### src/rtl/skip_pkg.sv
package skip_pkg;

    localparam int PC_W   = 16;
    localparam int DATA_W = 8;
    localparam int KEYS   = 16;
    localparam int KIDX_W = $clog2(KEYS);
    localparam int STEP   = 2;

    // Top nibbles of the skip families; the order has no effect on the decision
    typedef enum logic [3:0] {
        FAM_EQ_IMM  = 4'h3,
        FAM_NE_IMM  = 4'h4,
        FAM_EQ_REG  = 4'h5,
        FAM_NE_REG  = 4'h9,
        FAM_KEYTEST = 4'hE
    } family_e;

    localparam logic [7:0] SEL_KEY_DOWN = 8'h9E;
    localparam logic [7:0] SEL_KEY_UP   = 8'hA1;

    typedef struct packed {
        logic take;
        logic bad;
    } verdict_t;

    function automatic logic fam_is_skip(input logic [3:0] hi);
        return (hi == FAM_EQ_IMM) || (hi == FAM_NE_IMM) || (hi == FAM_EQ_REG) ||
               (hi == FAM_NE_REG) || (hi == FAM_KEYTEST);
    endfunction

endpackage

### src/rtl/skip_decide.sv
module skip_decide
    import skip_pkg::*;
#(
    parameter int DW = DATA_W,
    parameter int NK = KEYS
) (
    input  logic [3:0]    op_hi,
    input  logic [7:0]    op_lo,
    input  logic [DW-1:0] vx,
    input  logic [DW-1:0] vy,
    input  logic [NK-1:0] keys,
    output verdict_t      verdict
);
    localparam int IW = $clog2(NK);

    logic          key_hit;
    logic [3:0]    sub_n;
    logic [DW-1:0] imm;

    // Only the low index bits of vX pick the key
    assign key_hit = keys[vx[IW-1:0]];
    assign sub_n   = op_lo[3:0];
    assign imm     = DW'(op_lo);

    always_comb begin
        verdict = '0;
        case (op_hi)
            FAM_EQ_IMM: verdict.take = (vx == imm);
            FAM_NE_IMM: verdict.take = (vx != imm);
            FAM_EQ_REG: begin
                if (sub_n == 4'h0) verdict.take = (vx == vy);
                else               verdict.bad  = 1'b1;
            end
            FAM_NE_REG: begin
                if (sub_n == 4'h0) verdict.take = (vx != vy);
                else               verdict.bad  = 1'b1;
            end
            FAM_KEYTEST: begin
                if (op_lo == SEL_KEY_DOWN)    verdict.take = key_hit;
                else if (op_lo == SEL_KEY_UP) verdict.take = !key_hit;
                else                          verdict.bad  = 1'b1;
            end
            default: verdict = '0;
        endcase
    end

endmodule

### src/rtl/pc_step.sv
module pc_step
    import skip_pkg::*;
#(
    parameter int W = PC_W
) (
    input  logic         clk,
    input  logic         rst,
    input  logic         load,
    input  logic [W-1:0] base,
    input  logic         take,
    output logic [W-1:0] pc_q
);
    localparam logic [W-1:0] EXTRA = W'(STEP);

    always_ff @(posedge clk) begin
        if (rst)       pc_q <= '0;
        else if (load) pc_q <= base + (take ? EXTRA : '0);
    end

    // reset clears the PC even while the execute strobe is high
    p_reset_clear_r9: assert property (@(posedge clk) rst |=> pc_q == '0)
        else $error("p_reset_clear_r9");

    // with the strobe low the PC holds
    p_pc_hold_r8: assert property (@(posedge clk) disable iff (rst)
        !load |=> $stable(pc_q))
        else $error("p_pc_hold_r8");

endmodule

### src/rtl/skip_unit.sv
module skip_unit
    import skip_pkg::*;
(
    input  logic              clk,
    input  logic              rst,
    input  logic              exec_en,
    input  logic [3:0]        op_hi,
    input  logic [7:0]        op_lo,
    input  logic [DATA_W-1:0] vx,
    input  logic [DATA_W-1:0] vy,
    input  logic [KEYS-1:0]   keys,
    input  logic [PC_W-1:0]   pc_next,
    output logic [PC_W-1:0]   skip_amt,
    output logic              bad_op,
    output logic [PC_W-1:0]   pc_q
);
    verdict_t verdict;

    skip_decide #(.DW(DATA_W), .NK(KEYS)) u_decide (
        .op_hi   (op_hi),
        .op_lo   (op_lo),
        .vx      (vx),
        .vy      (vy),
        .keys    (keys),
        .verdict (verdict)
    );

    assign skip_amt = verdict.take ? PC_W'(STEP) : '0;
    assign bad_op   = verdict.bad;

    pc_step #(.W(PC_W)) u_pc (
        .clk  (clk),
        .rst  (rst),
        .load (exec_en),
        .base (pc_next),
        .take (verdict.take),
        .pc_q (pc_q)
    );

    // a malformed sub-field never produces a skip
    p_bad_blocks_skip_r3: assert property (@(posedge clk) disable iff (rst)
        bad_op |-> skip_amt == '0)
        else $error("p_bad_blocks_skip_r3");

    // opcodes outside the skip families stay quiet
    p_quiet_family_r7: assert property (@(posedge clk) disable iff (rst)
        !fam_is_skip(op_hi) |-> (!bad_op && skip_amt == '0))
        else $error("p_quiet_family_r7");

    // an immediate match under family 3 must skip
    p_eq_imm_r1: assert property (@(posedge clk) disable iff (rst)
        (op_hi == 4'h3 && vx == op_lo) |-> skip_amt == PC_W'(STEP))
        else $error("p_eq_imm_r1");

    // a strobe loads the supplied next PC plus the adjust
    p_pc_load_r8: assert property (@(posedge clk) disable iff (rst)
        exec_en |=> pc_q == $past(pc_next + skip_amt))
        else $error("p_pc_load_r8");

endmodule

### config.mk
export PLATFORM = sky130hd
export DESIGN_NAME = skip_unit
export DESIGN_NICKNAME = d
export VERILOG_FILES = /design/src/rtl/skip_pkg.sv /design/src/rtl/skip_decide.sv /design/src/rtl/pc_step.sv /design/src/rtl/skip_unit.sv
export SDC_FILE = /design/constraint.sdc
export NUM_CORES = 1
export LEC_CHECK = 0
export ABC_CLOCK_PERIOD_IN_PS = 4300
export BUFFER_PORTS_ARGS = -buffer_cell sky130_fd_sc_hd__buf_2
export CAP_MARGIN = 40
export CORE_AREA = 2 2 61 63
export CTS_BUF_LIST = sky130_fd_sc_hd__clkbuf_4 sky130_fd_sc_hd__clkbuf_8
export CTS_CLUSTER_DIAMETER = 40
export DETAILED_ROUTE_END_ITERATION = 16
export DIE_AREA = 0 0 63 65
export PLACE_DENSITY = 0.86
export SKIP_CTS_REPAIR_TIMING = 1
export SLEW_MARGIN = 20
export SYNTH_ARGS = -nofsm -noshare
export SYNTH_HDL_FRONTEND = slang
export SYNTH_SLANG_ARGS = --single-unit
### constraint.sdc
create_clock -name clk -period 4.3 [get_ports clk]
set_clock_uncertainty 0.1 [all_clocks]
set_input_delay 0.645 -clock clk [delete_from_list [all_inputs] [get_ports clk]]
set_output_delay 0.645 -clock clk [all_outputs]
set_load 0.05 [all_outputs]
Word level (Yosys, flattened, before mapping):

Cells that the tools add are included.

* flip-flop bits (word level): 16
* logic and storage cells: 29

* add/sub/neg operators: 1
* $lt $le $gt $ge: 1
* equal/unequal tests: 11
* multiplexer cells: 12
* reduce and logical (&&, ||, !) cells: 3

Operators by type and width (count)
* 16-bit adder: 1
* 8-bit equality test: 2
* 8-bit equality test (second input constant): 2
* 8-bit != test: 2
* 4-bit by 3-bit equality test with 1-bit output (second input constant): 2
* 4-bit equality test (second input constant): 2
* 1-bit two-way mux: 8
* 4-bit by 5-bit < comparator with 1-bit output (second input constant): 1
* 1-bit one-hot mux with 5 select lines: 1
* 1-bit binary-select mux with 4-bit select: 1
* 4-bit by 2-bit equality test with 1-bit output (second input constant): 1
* 4-bit logical NOT: 1
* 2-bit two-way mux: 1
* 1-bit one-hot mux with 2 select lines: 1
* 2-bit OR reduction: 1
* 1-bit logical NOT: 1

Logic depth before layout (Yosys ltp):

* depth after elaboration: 8
* mapped depth: 13

Modules after synthesis:

Synthesis repeated with hierarchy kept, for this count alone.

* cells, all modules: 167
* area, all modules: 1436.4 µm²

Modules (own cells, without submodules)
* pc_step: instances 1, cells each 89, area an instance 810.8 µm², sequential area each 320.3 µm²
* skip_decide: instances 1, cells each 62, area an instance 509.2 µm², sequential area each 0.0 µm²
* skip_unit: instances 1, cells each 16, area an instance 116.4 µm², sequential area each 0.0 µm²

Least setup slack after synthesis:

OpenSTA, ideal clock, no wires.

* path kind: input-to-reg
* start point: input port vx[0]
* end point: register u_pc.pc_q[11]
* data arrival time: 3.004 ns
* data required time: 4.114 ns
* path slack: 1.111 ns
* stages on the path: 13
* path buffers: 2
* cell sequence: buf_6 mux4_2 mux2i_1 nor4_1 nor4_1 nand3b_1 ha_1 ha_1 and3_1 buf_2 and2_1 xnor2_1 a211oi_1

* word-level cells in the longest chain between the ends: 8
* elaborated cells on any way between the ends: 14
* those cells by class: add/sub (1); eq/ne (4); mux (8); reduce/logical (1)

RTL lines
* from (decl): RTL line skip_unit.sv:9 `input logic [DATA_W-1:0] vx,`
* 1-bit binary-select mux with 4-bit select: RTL line skip_decide.sv:21 `assign key_hit = keys[vx[IW-1:0]];`
* 1-bit two-way mux (not written as such): RTL line skip_decide.sv:21
* 1-bit logical NOT: RTL line skip_decide.sv:40 `else if (op_lo == SEL_KEY_UP) verdict.take = !key_hit;`
* 1-bit two-way mux: RTL line skip_decide.sv:40
* 1-bit two-way mux: RTL line skip_decide.sv:39 `if (op_lo == SEL_KEY_DOWN) verdict.take = key_hit;`
* 1-bit one-hot mux with 5 select lines (*): RTL line skip_decide.sv:27 `case (op_hi)`
* net u_pc.take: RTL line pc_step.sv:10 `input logic take,`
* 2-bit two-way mux (*): RTL line pc_step.sv:17 `else if (load) pc_q <= base + (take ? EXTRA : '0);`
* 16-bit adder (*): RTL line pc_step.sv:17
* to (signal assigned): RTL line pc_step.sv:17
* to (decl): RTL line pc_step.sv:11 `output logic [W-1:0] pc_q`

The timed path passes the listed nets; every way through them passes the cells marked *. The select of a mux whose other input is x is not followed.
A chain may end at the register's enable or synchronous reset.

Worst setup path after layout:

* start point: input port vx[1]
* end point: register u_pc.pc_q[11]

* word-level cells in the longest chain between the ends: 8
* elaborated cells on any way between the ends: 14
* those cells by class: add/sub (1); eq/ne (4); mux (8); reduce/logical (1)

RTL lines (RTL line)
* 1-bit binary-select mux with 4-bit select: skip_decide.sv:21
* 1-bit two-way mux (not written as such): skip_decide.sv:21
* 1-bit logical NOT: skip_decide.sv:40
* 1-bit two-way mux: skip_decide.sv:40
* 1-bit two-way mux: skip_decide.sv:39
* 1-bit one-hot mux with 5 select lines (*): skip_decide.sv:27
* 2-bit two-way mux (*): pc_step.sv:17
* 16-bit adder (*): pc_step.sv:17

Every way passes the cells marked *; elsewhere a longest branch is shown, timed or not. The select of a mux whose other input is x is not followed.

==> results by group <==
Run status
  – Status: finished, final reports clean

Logic synthesis
  – Post-synthesis cell area: approximately 1400 um2
  – Yosys reg bits: 16
  – Sequential area share after synthesis: about 23%
  – Yosys top cell area share: a little under a quarter
  – Syn Inst Count: about 160
  – Mean Syn Cell Area: about 8.5 um2
  – Simple-gate share of the synthesized area: approximately a quarter
  – Ys async rst share: 0%
  – Synth Area in Compound Gates: under 10%
  – Xor and xnor area share after synthesis: about 18%
  – Synth area leader: dfxtp_1
  – Largest family of logic cells by synthesized area: simple AND/OR/NAND/NOR gates
  – Post-synth EDFFs: 0
  – Post-synthesis mux area share: between 10% and 20%
  – Area contributors post-synth: dfxtp_1 23%, xor2_1 11%, buf_4 8.6%
  – Synth unique cells: 34
  – YS warnings: 0
  – Adder-Cell Fraction of Synth Area: 1.791%
  – Post-synth top flop: dfxtp_1

Final layout
  – Commonest non-fill, non-tap cell in the layout: buf_2
  – Area Growth Syn to Fin: 26.14%
  – Nets: 303
  – Most flops, register: u_pc.pc_q
  – Leading cell types in the layout, fill and taps excluded: 80 x buf_2, 21 x nor2_1, 18 x xor2_1, 16 x dfxtp_1, 15 x conb_1
  – Final Instance Area: about 1800 um2
  – Layout cells sized above 1: between 30% and 40%
  – Regs by FF count: u_pc.pc_q: 16 flops
  – Fillers: ~360
  – Antenna Cells: 0
  – Max reg flops: 16

Place
  – Placement Cell Area: about 1700 um2
  – IO Port Bufs: 80
  – GP Congestion: approximately 0.8
  – Hpwl dp: between 2000 and 3000 um

GRT
  – GRT Residual Overflow: 0
  – First-pass GRT wire length: roughly 5300 um
  – GRT Total Usage: 16.42%
  – Vias in the first global route: between 1000 and 1500
  – Pin count of the biggest net entering global routing: 30
  – Initial antenna violation count: 0

Clock tree
  – Longest Clk Path Bufs: 2
  – Clock transition at path regs: roughly 0.09 ns
  – Sink Count: 16
  – CTS tree: built
  – CTS root buf: clkbuf_4
  – Clk_lat worst skew: 0.29 ns
  – H-tree levels: 1
  – Num CTS Buffers: 3

Timing
  – Slew Limit Headroom: between 60 and 70%
  – Max Fclk: roughly 0.32 GHz
  – Final worst-path cycle share: ~73%
  – Post-Route Setup TNS: 0 ns
  – Final hold slack: slightly below 0.4 ns
  – Final Max Tran Viols: 0
  – RSZ-0062 raised after global routing: no
  – Period minus WS final: ~3.1 ns
  – Fin. Hold Viols: 0
  – Endpoints failing setup: 0
  – Worst-Margin Slew: around 0.50 ns

Routing
  – Final wirelength: 3405 um
  – 1st-iter DRT viols: 81
  – Vias: around 1400
  – Initial DRT Pass Iterations: 4
  – Avg WL per Cell: roughly 12 um
  – Drt drc: 0
  – Antenna Nets Post-Route: 0
  – Vias per cell: between 4 and 5

Worst setup path
  – Critical Path Fanout Max: 6
  – CP endpoint kind: register
  – CP Class: primary input to register
  – CP startpoint kind: primary input
  – Worst R2R Path Depth: 2
  – Crit path largest cell delay: a little under 0.6 ns
  – Required @ worst endpoint: around 4.4 ns
  – Sum of buffers and inverters on the critical path: 1
  – R2R Path Start: u_pc.pc_q[7]
  – Cell Chain, Critical Path: buf_2, mux4_1, mux2i_1, nor4_1, nor4_1, nand3b_1, ha_1, ha_1, and3_1, and2_1, xnor2_1, a211oi_1
  – Critical Path AT: between 3 and 4 ns
  – Worst path slowest cell: mux4_1
  – R2r endpoint: u_pc.pc_q[7]
  – R2R Setup Slk: roughly 3.5 ns
  – CP top delay family: simple AND/OR/NAND/NOR gates

Pwr
  – P per Cell Area: 236.3 nW/um2
  – Peak supply drop: between 0.08 and 0.09 mV
  – Leak: ~0.84 nW

Min path
  – Hold path start: u_pc.pc_q[10]
  – Min-Delay Path Class: register to register
  – Hold Path End: u_pc.pc_q[10]
  – Hold Path Depth: 2

Floorplanning
  – Die width: between 60 and 70 um
  – Io pins: 96
  – Rows: 22
  – Core area: around 3500 um2
  – Die Y: between 60 and 70 um
  – Die footprint: 4095 um2
  – Initial Utilization: around two fifths

Run
  – Max Cap Viol: 0
-- per-stage QoR --
step	setup slack (ns)	total power [mW]	util [%]	cells
4_1_cts	1.136	0.4185	50.43	284
3_5_place_dp	0.8345	0.3426	49.79	281
3_3_place_gp	0.9450	0.3391	49.79	281
5_1_grt	0.9017	0.4386	50.43	284
2_1_floorplan	1.111	0.2988	-	178
6_report	1.164	0.4165	50.43	284
-- final cells by class --
type	count	area, um2	share of cell area [%]
clock buffer	3	22.52	1.278
inverter	3	11.26	0.6388
multi-input combinational	134	948.4	53.80
sequential	16	320.3	18.17
tap	48	60.06	3.407
timing repair buffer	80	400.4	22.71
-- Yosys cell counts, drive strengths merged (2+ instances only) --
master,instances
nand3,9
inv,3
nor2b,4
a211oi,13
mux2i,6
nand4b,2
nor4,5
xor2,18
dfxtp,16
ha,2
buf,19
xnor2,11
nor2,21
mux4,4
clkbuf,6
nor4bb,2
nand2,2
and3,4
nand4,6
-- logic make-up after synthesis --
kind of cell / Yosys count
AND/OR/NAND/NOR: 61
XOR/XNOR: 29
adder cells (fa/ha/maj): 2
AO/OA/AOI/OAI: 17
buffers and inverters: 28
other: 1
multiplexers: 10
flip-flops: 16
-- worst register-to-register path, delay by kind of cell, from the launching register on --
family           cells  cell delay [ns]
AND/OR/NAND/NOR      1             0.04
flip-flops           1             0.35
AO/OA/AOI/OAI        1             0.23
-- worst max-delay path by stage --
stage / start / end / depth (start not counted)
final: vx[1] / u_pc.pc_q[11] / 12
after global routing: vx[1] / u_pc.pc_q[11] / 12
after CTS: vx[1] / u_pc.pc_q[11] / 12
after detailed placement: vx[1] / u_pc.pc_q[11] / 12
after global placement: vx[1] / u_pc.pc_q[11] / 12
after floorplan: vx[0] / u_pc.pc_q[11] / 13
-- layer usage --
metal  global-route usage, %  vias up  part of all wire (%)
li1                        -      704                     -
met1                   16.52      606                    36
met2                   31.38       96                    49
met3                   2.778       10                    11
met4                   10.00        0                   3.2
met5                       0        -                     0
-- where the power goes --
group          internal, mW  total (mW)  switching (mW)
clock network        0.0326      0.0776          0.0450
registers             0.158       0.163         0.00492
logic                0.0573       0.176           0.118
total                 0.248       0.417           0.168
Note: power is estimated with default switching activity, not from simulation.
